File: config.mk
export PLATFORM = sky130hd
export DESIGN_NAME = adc_ctrl_regs
export DESIGN_NICKNAME = d
export VERILOG_FILES = /design/src/rtl/adc_ctrl_pkg.sv /design/src/rtl/adc_ctrl_dp.sv /design/src/rtl/adc_ctrl_fsm.sv /design/src/rtl/adc_ctrl_regs.sv
export SDC_FILE = /design/constraint.sdc
export NUM_CORES = 1
export LEC_CHECK = 0
export BUFFER_PORTS_ARGS = -buffer_cell sky130_fd_sc_hd__buf_2
export CAP_MARGIN = 30
export CORE_AREA = 8 8 71 73
export DETAILED_ROUTE_END_ITERATION = 16
export DIE_AREA = 0 0 79 81
export PLACE_DENSITY_LB_ADDON = 0.2
export REMOVE_ABC_BUFFERS = 1
export SYNTH_ARGS = -nofsm -noshare
export SYNTH_HDL_FRONTEND = slang
export SYNTH_SLANG_ARGS = --single-unit
File: constraint.sdc
create_clock -name clk -period 3.9 [get_ports clk]
set_clock_uncertainty 0.1 [all_clocks]
set_input_delay 0.585 -clock clk [delete_from_list [all_inputs] [get_ports clk]]
set_output_delay 0.585 -clock clk [all_outputs]
set_load 0.02 [all_outputs]
File: src/rtl/adc_ctrl_pkg.sv
package adc_ctrl_pkg;
  localparam int NUM_ENG = 2;
  localparam int ENG_AUX = 0;
  localparam int ENG_BAT = 1;

  // register byte offsets
  localparam int OFS_ENABLE = 'h00;
  localparam int OFS_CONFIG = 'h04;
  localparam int OFS_MASK   = 'h08;
  localparam int OFS_STATUS = 'h0C;
  localparam int OFS_BATRES = 'h1C;
  localparam int OFS_AUXRES = 'h20;

  localparam int BIT_PWRDN   = 7;
  localparam int CFG_LOW_BIT = 4;
  localparam int REG8_W      = 8;

  typedef enum logic [1:0] {
    SEL_AUX_A = 2'd0,
    SEL_AUX_B = 2'd1,
    SEL_BATT  = 2'd2
  } convSel_e;

  // strobes from control to datapath
  typedef struct packed {
    logic [NUM_ENG-1:0] capture;
  } dpStrobe_t;
endpackage

File: src/rtl/adc_ctrl_dp.sv
module adc_ctrl_dp
  import adc_ctrl_pkg::*;
#(
  parameter int ADDR_W = 6,
  parameter int DATA_W = 16,
  parameter int RES_W  = 12
) (
  input  logic               clk,
  input  logic               rstN,
  input  logic [ADDR_W-1:0]  busAddr,
  input  logic               busWe,
  input  logic [DATA_W-1:0]  busWdata,
  output logic [DATA_W-1:0]  busRdata,
  input  dpStrobe_t          strobe,
  input  logic [RES_W-1:0]   capResult,
  output logic [NUM_ENG-1:0] startBits,
  output logic               powerDown,
  output logic               auxSelB,
  output logic               battLow,
  output logic [NUM_ENG-1:0] statusBits,
  output logic [NUM_ENG-1:0] maskBits,
  output logic               irq
);
  localparam int PAD_W = BIT_PWRDN - NUM_ENG;

  logic [NUM_ENG-1:0] startQ, statusQ;
  logic               pdQ, cfgLowQ;
  logic [1:0]         cfgSelQ;
  logic [REG8_W-1:0]  maskQ;
  logic [RES_W-1:0]   resQ [NUM_ENG];

  logic wrEnable, wrConfig, wrMask, wrStatus;
  assign wrEnable = busWe && (busAddr == ADDR_W'(OFS_ENABLE));
  assign wrConfig = busWe && (busAddr == ADDR_W'(OFS_CONFIG));
  assign wrMask   = busWe && (busAddr == ADDR_W'(OFS_MASK));
  assign wrStatus = busWe && (busAddr == ADDR_W'(OFS_STATUS));

  logic unusedWdata;
  assign unusedWdata = ^busWdata[DATA_W-1:REG8_W];

  always_ff @(posedge clk) begin
    if (!rstN) begin
      startQ  <= '0;
      pdQ     <= 1'b0;
      cfgSelQ <= '0;
      cfgLowQ <= 1'b0;
      maskQ   <= '1;
      statusQ <= '0;
    end else begin
      startQ  <= (startQ & ~strobe.capture)
               | (wrEnable ? busWdata[NUM_ENG-1:0] : '0);
      statusQ <= (statusQ & ~(wrStatus ? busWdata[NUM_ENG-1:0] : '0))
               | strobe.capture;
      if (wrEnable) pdQ <= busWdata[BIT_PWRDN];
      if (wrConfig) begin
        cfgSelQ <= busWdata[1:0];
        cfgLowQ <= busWdata[CFG_LOW_BIT];
      end
      if (wrMask) maskQ <= busWdata[REG8_W-1:0];
    end
  end

  // one result register per engine
  for (genvar e = 0; e < NUM_ENG; e++) begin : g_res
    always_ff @(posedge clk) begin
      if (!rstN)                   resQ[e] <= '0;
      else if (strobe.capture[e])  resQ[e] <= capResult;
    end
  end

  always_comb begin
    busRdata = '0;
    case (busAddr)
      ADDR_W'(OFS_ENABLE): busRdata = DATA_W'({pdQ, {PAD_W{1'b0}}, startQ});
      ADDR_W'(OFS_CONFIG): busRdata = DATA_W'({3'b000, cfgLowQ, 2'b00, cfgSelQ});
      ADDR_W'(OFS_MASK):   busRdata = DATA_W'(maskQ);
      ADDR_W'(OFS_STATUS): busRdata = DATA_W'(statusQ);
      ADDR_W'(OFS_BATRES): busRdata = DATA_W'(resQ[ENG_BAT]);
      ADDR_W'(OFS_AUXRES): busRdata = DATA_W'(resQ[ENG_AUX]);
      default:             busRdata = '0;
    endcase
  end

  assign startBits  = startQ;
  assign powerDown  = pdQ;
  assign auxSelB    = (cfgSelQ == 2'd1);
  assign battLow    = cfgLowQ;
  assign statusBits = statusQ;
  assign maskBits   = maskQ[NUM_ENG-1:0];
  assign irq        = |(statusQ & ~maskQ[NUM_ENG-1:0]);
endmodule

File: src/rtl/adc_ctrl_fsm.sv
module adc_ctrl_fsm
  import adc_ctrl_pkg::*;
(
  input  logic               clk,
  input  logic               rstN,
  input  logic [NUM_ENG-1:0] startBits,
  input  logic               powerDown,
  input  logic               auxSelB,
  input  logic               battLow,
  input  logic               convDone,
  output logic               convStart,
  output logic [1:0]         convSel,
  output logic               convLowRange,
  output dpStrobe_t          strobe
);
  typedef enum logic {ST_IDLE, ST_WAIT} state_e;

  state_e stQ;
  logic   battActQ;
  logic   launch, finish;

  assign launch = (stQ == ST_IDLE) && !powerDown && (|startBits);
  assign finish = (stQ == ST_WAIT) && convDone;

  always_ff @(posedge clk) begin
    if (!rstN) begin
      stQ          <= ST_IDLE;
      battActQ     <= 1'b0;
      convStart    <= 1'b0;
      convSel      <= SEL_AUX_A;
      convLowRange <= 1'b0;
    end else begin
      convStart <= launch;
      if (launch) begin
        stQ      <= ST_WAIT;
        battActQ <= !startBits[ENG_AUX];
        if (startBits[ENG_AUX]) begin
          convSel      <= auxSelB ? SEL_AUX_B : SEL_AUX_A;
          convLowRange <= 1'b0;
        end else begin
          convSel      <= SEL_BATT;
          convLowRange <= battLow;
        end
      end else if (finish) begin
        stQ <= ST_IDLE;
      end
    end
  end

  always_comb begin
    strobe.capture = '0;
    if (finish) strobe.capture = NUM_ENG'(1) << (battActQ ? ENG_BAT : ENG_AUX);
  end
endmodule

File: src/rtl/adc_ctrl_regs.sv
module adc_ctrl_regs
  import adc_ctrl_pkg::*;
#(
  parameter int ADDR_W = 6,
  parameter int DATA_W = 16,
  parameter int RES_W  = 12
) (
  input  logic              clk,
  input  logic              rstN,
  input  logic [ADDR_W-1:0] busAddr,
  input  logic              busWe,
  input  logic [DATA_W-1:0] busWdata,
  output logic [DATA_W-1:0] busRdata,
  output logic              convStart,
  output logic [1:0]        convSel,
  output logic              convLowRange,
  input  logic              convDone,
  input  logic [RES_W-1:0]  convResult,
  output logic              irq,
  output logic              powerDown
);
  dpStrobe_t          strobe;
  logic [NUM_ENG-1:0] startBits, statusBits, maskBits;
  logic               auxSelB, battLow;

  adc_ctrl_dp #(.ADDR_W(ADDR_W), .DATA_W(DATA_W), .RES_W(RES_W)) u_dp (
    .clk(clk), .rstN(rstN),
    .busAddr(busAddr), .busWe(busWe), .busWdata(busWdata), .busRdata(busRdata),
    .strobe(strobe), .capResult(convResult),
    .startBits(startBits), .powerDown(powerDown),
    .auxSelB(auxSelB), .battLow(battLow),
    .statusBits(statusBits), .maskBits(maskBits), .irq(irq)
  );

  adc_ctrl_fsm u_fsm (
    .clk(clk), .rstN(rstN),
    .startBits(startBits), .powerDown(powerDown),
    .auxSelB(auxSelB), .battLow(battLow), .convDone(convDone),
    .convStart(convStart), .convSel(convSel), .convLowRange(convLowRange),
    .strobe(strobe)
  );
endmodule

==> impl_metrics.tcl <==
set metrics [dict create \
    clockBufferDepth 2 \
    clock_tree.root_cell "clkbuf_8" \
    slew_violations 0 \
    r2r_start "u_fsm.stQ$_SDFFE_PN0P_" \
    tightest_slew_ps 817.8 \
    cpPeakStageDelay_ps 500 \
    final_area_um2 2421 \
    seq_power_share 0.557 \
    path_buf_inv 2 \
    max_freq_mhz 362.7 \
    globalplace.congestion 0.8111 \
    die_area_um2 6399 \
    htreeDepth 2 \
    synthDistinctLibCells 40 \
    fill_cells 371 \
    hold_viol 0 \
    yosys_warnings 0 \
    min-delay-start "u_fsm.convSel[0]$_SDFFE_PN0P_" \
    fin_crit_ps 2757 \
    period_share 0.7069 \
    wl_per_cell_um 16.93 \
    io_buffer_count 47 \
    intPower_uw 714.4 \
    worst_slack_ps 1143 \
    post-dp-hpwl_um 3359 \
    async_flop_share 0 \
    cp-end-kind "output port" \
    via_per_inst 5.656 \
    cp_max_fo 13 \
    cts_tree "built" \
    grt_pass1_wl_um 8024 \
    status "completed" \
    cts_buffers 5 \
    grt_pass1_vias 1632 \
    layout-drive-gt1-share 0.2681 \
    chipWidth_um 79 \
    post_cts_buffers 0 \
    switchingPower_uw 200.1 \
    gr-usage-met2 0.2449 \
    switching_share 0.2188 \
    power.leakage_nw 1.158 \
    synthCells 193 \
    ys.flop_type "edfxtp_1" \
    gr-total-overflow 0 \
    grt_max_degree 51 \
    synth-edff-count 24 \
    clkTransAtPathRegs_ps 80 \
    grt_usage 0.1609 \
    antenna_found_initial 0 \
    hold-path-endpoint "u_fsm.convSel[0]$_SDFFE_PN0P_" \
    arrival_ps 2070 \
    area_growth_syn_to_layout_pct 16.08 \
    num_vias 1612 \
    powerDensity_nw_per_um2 377.7 \
    setup_violations 0 \
    critPathRequiredTime_ps 3210 \
    synth-seq-cells 45 \
    globalRouteMet1Util 0.2045 \
    fp-row-count 23 \
    grtUsageMet3 0.05850 \
    io_pins 60 \
    clk_latency_ps 300 \
    p_comb_frac 0.062 \
    ant_nets 0 \
    die_y_um 81 \
    netlist_area_um2 2086 \
    min_path_type "reg -> reg" \
    synth_commonest_cells "and3_1, edfxtp_1, dfxtp_1" \
    start_util 0.5329 \
    gr-max-usage-layer "met2" \
    preCtsSetupSlack_ps 1147 \
    synth_top_area_cell "edfxtp_1" \
    ctsHoldBuffers 0 \
    maxCapViolCount 0 \
    wl_um 4824 \
    firstDrtPassIters 4 \
    postCtsResizedCells 0 \
    ff2ff_path_depth 3 \
    drt_iter0_markers 153 \
    r2r_end "u_dp.resQ[0][0]$_SDFFCE_PN0P_" \
    syn_avg_cell_area_um2 10.81 \
    yosysMostFrequentCell "and3_1" \
    rrSetupSlack_ps 2250 \
    crit_family "simple AND/OR/NAND/NOR gates" \
    crit_type "in -> out" \
    worstPathCellList "buf_2 > nor3_1 > and3_1 > a221oi_1 > o21ai_0 > buf_2" \
    cp_slowest_cell "and3_1" \
    seq_area_frac_synth 0.5471 \
    dpl_cell_area_um2 2311 \
    crit_path_start_kind "input port" \
    coreArea_um2 3914 \
    crit_top_cell "buf_2" \
    drcViolationCount 0 \
    finalNetCount 272 \
    hold_depth 2 \
    rsz0062_at_grt "no" \
    yosys.area.top_type_share 0.3455 \
    antennaDiodeCount 0 \
    relSlewSlack 0.4528 \
    setup_tns_ps 0 \
    synth.area.top_cells "edfxtp_1, dfxtp_1, and3_1, mux2i_1, nand2_1" \
    cts.sinks 45 \
    p_clk_frac 0.381 \
    ir_drop_mv 0.2517 \
]
==> state kept, by name, summed over array words and instances, names as in the netlist, 2 cells and up <==
register and cells:
u_dp.maskQ 8, u_dp.resQ 24, u_dp.statusBits 2, u_fsm.convSel 2
u_dp.cfgSelQ 2, u_dp.startBits 2
==> worst max path at each step <==
stage                     from     endpoint  cells after the start
floorplan           busAddr[5]  busRdata[0]                      4
global route        busAddr[2]  busRdata[0]                      6
finish              busAddr[2]  busRdata[0]                      6
detailed placement  busAddr[2]  busRdata[0]                      6
CTS                 busAddr[2]  busRdata[0]                      6
global placement    busAddr[2]  busRdata[0]                      6
==> routing by layer <==
layer	vias up	part of all wire	wire, µm
met5	-	0	0
met4	0	0.018	85
met3	9	0.071	342
met2	57	0.47	2256
met1	754	0.44	2139
li1	792	-	-
==> power by group through the flow <==
| stage | combinational, mW | sequential (mW) | clock, mW |
|---|---|---|---|
| after detailed placement | 0.0561 | 0.520 | 0 |
| after global routing | 0.0630 | 0.510 | 0.376 |
| final | 0.0567 | 0.509 | 0.349 |
| after floorplan | 0.0215 | 0.519 | 0 |
| after global placement | 0.0560 | 0.520 | 0 |
| after CTS | 0.0564 | 0.509 | 0.352 |
==> cell type report <==
cell class	count	area, µm²	area share
clock buffers	5	68.82	0.02842
well taps	50	62.56	0.02584
inverters	8	30.03	0.01240
clock inverters	3	41.29	0.01705
repair buffers	48	242.7	0.1003
multi-input cells	126	834.6	0.3447
flip-flops and latches	45	1141	0.4713
==> logic make-up after synthesis <==
group | after synthesis | synth area share
AO/OA/AOI/OAI | 31 | 0.1146
buffers and inverters | 25 | 0.05819
flip-flops | 45 | 0.5471
multiplexers | 14 | 0.06718
other | 1 | 0.001798
AND/OR/NAND/NOR | 77 | 0.2112
==> metrics by stage <==
stage,power [mW],hold WS [ps],instances,utilization
6_report,0.9145,390.1,285,0.6186
5_1_grt,0.9490,402.4,285,0.6186
4_1_cts,0.9174,389.2,285,0.6186
3_5_place_dp,0.5763,369.4,277,0.5905
3_3_place_gp,0.5755,361.6,277,0.5905
2_1_floorplan,0.5408,343.3,179,-
==> worst register-to-register path, cell delays in order (launching register included) <==
cell,delay [ps]
dfxtp_1,370
nand2_1,80
or2_2,310
nand2_1,440
==> placed cells by master (no fill, tap or decap), types with 3 or more instances in the layout <==
cell,n
and3_1,27
a22o_1,4
mux2i_1,14
nor3_1,6
clkbuf_8,5
inv_1,8
conb_1,4
nor2b_1,4
o21ai_0,6
nor2_1,8
a222oi_1,4
buf_2,47
dfxtp_1,21
edfxtp_1,24
a21oi_1,3
nand2_1,16
Power figures use the tool's default switching activity.
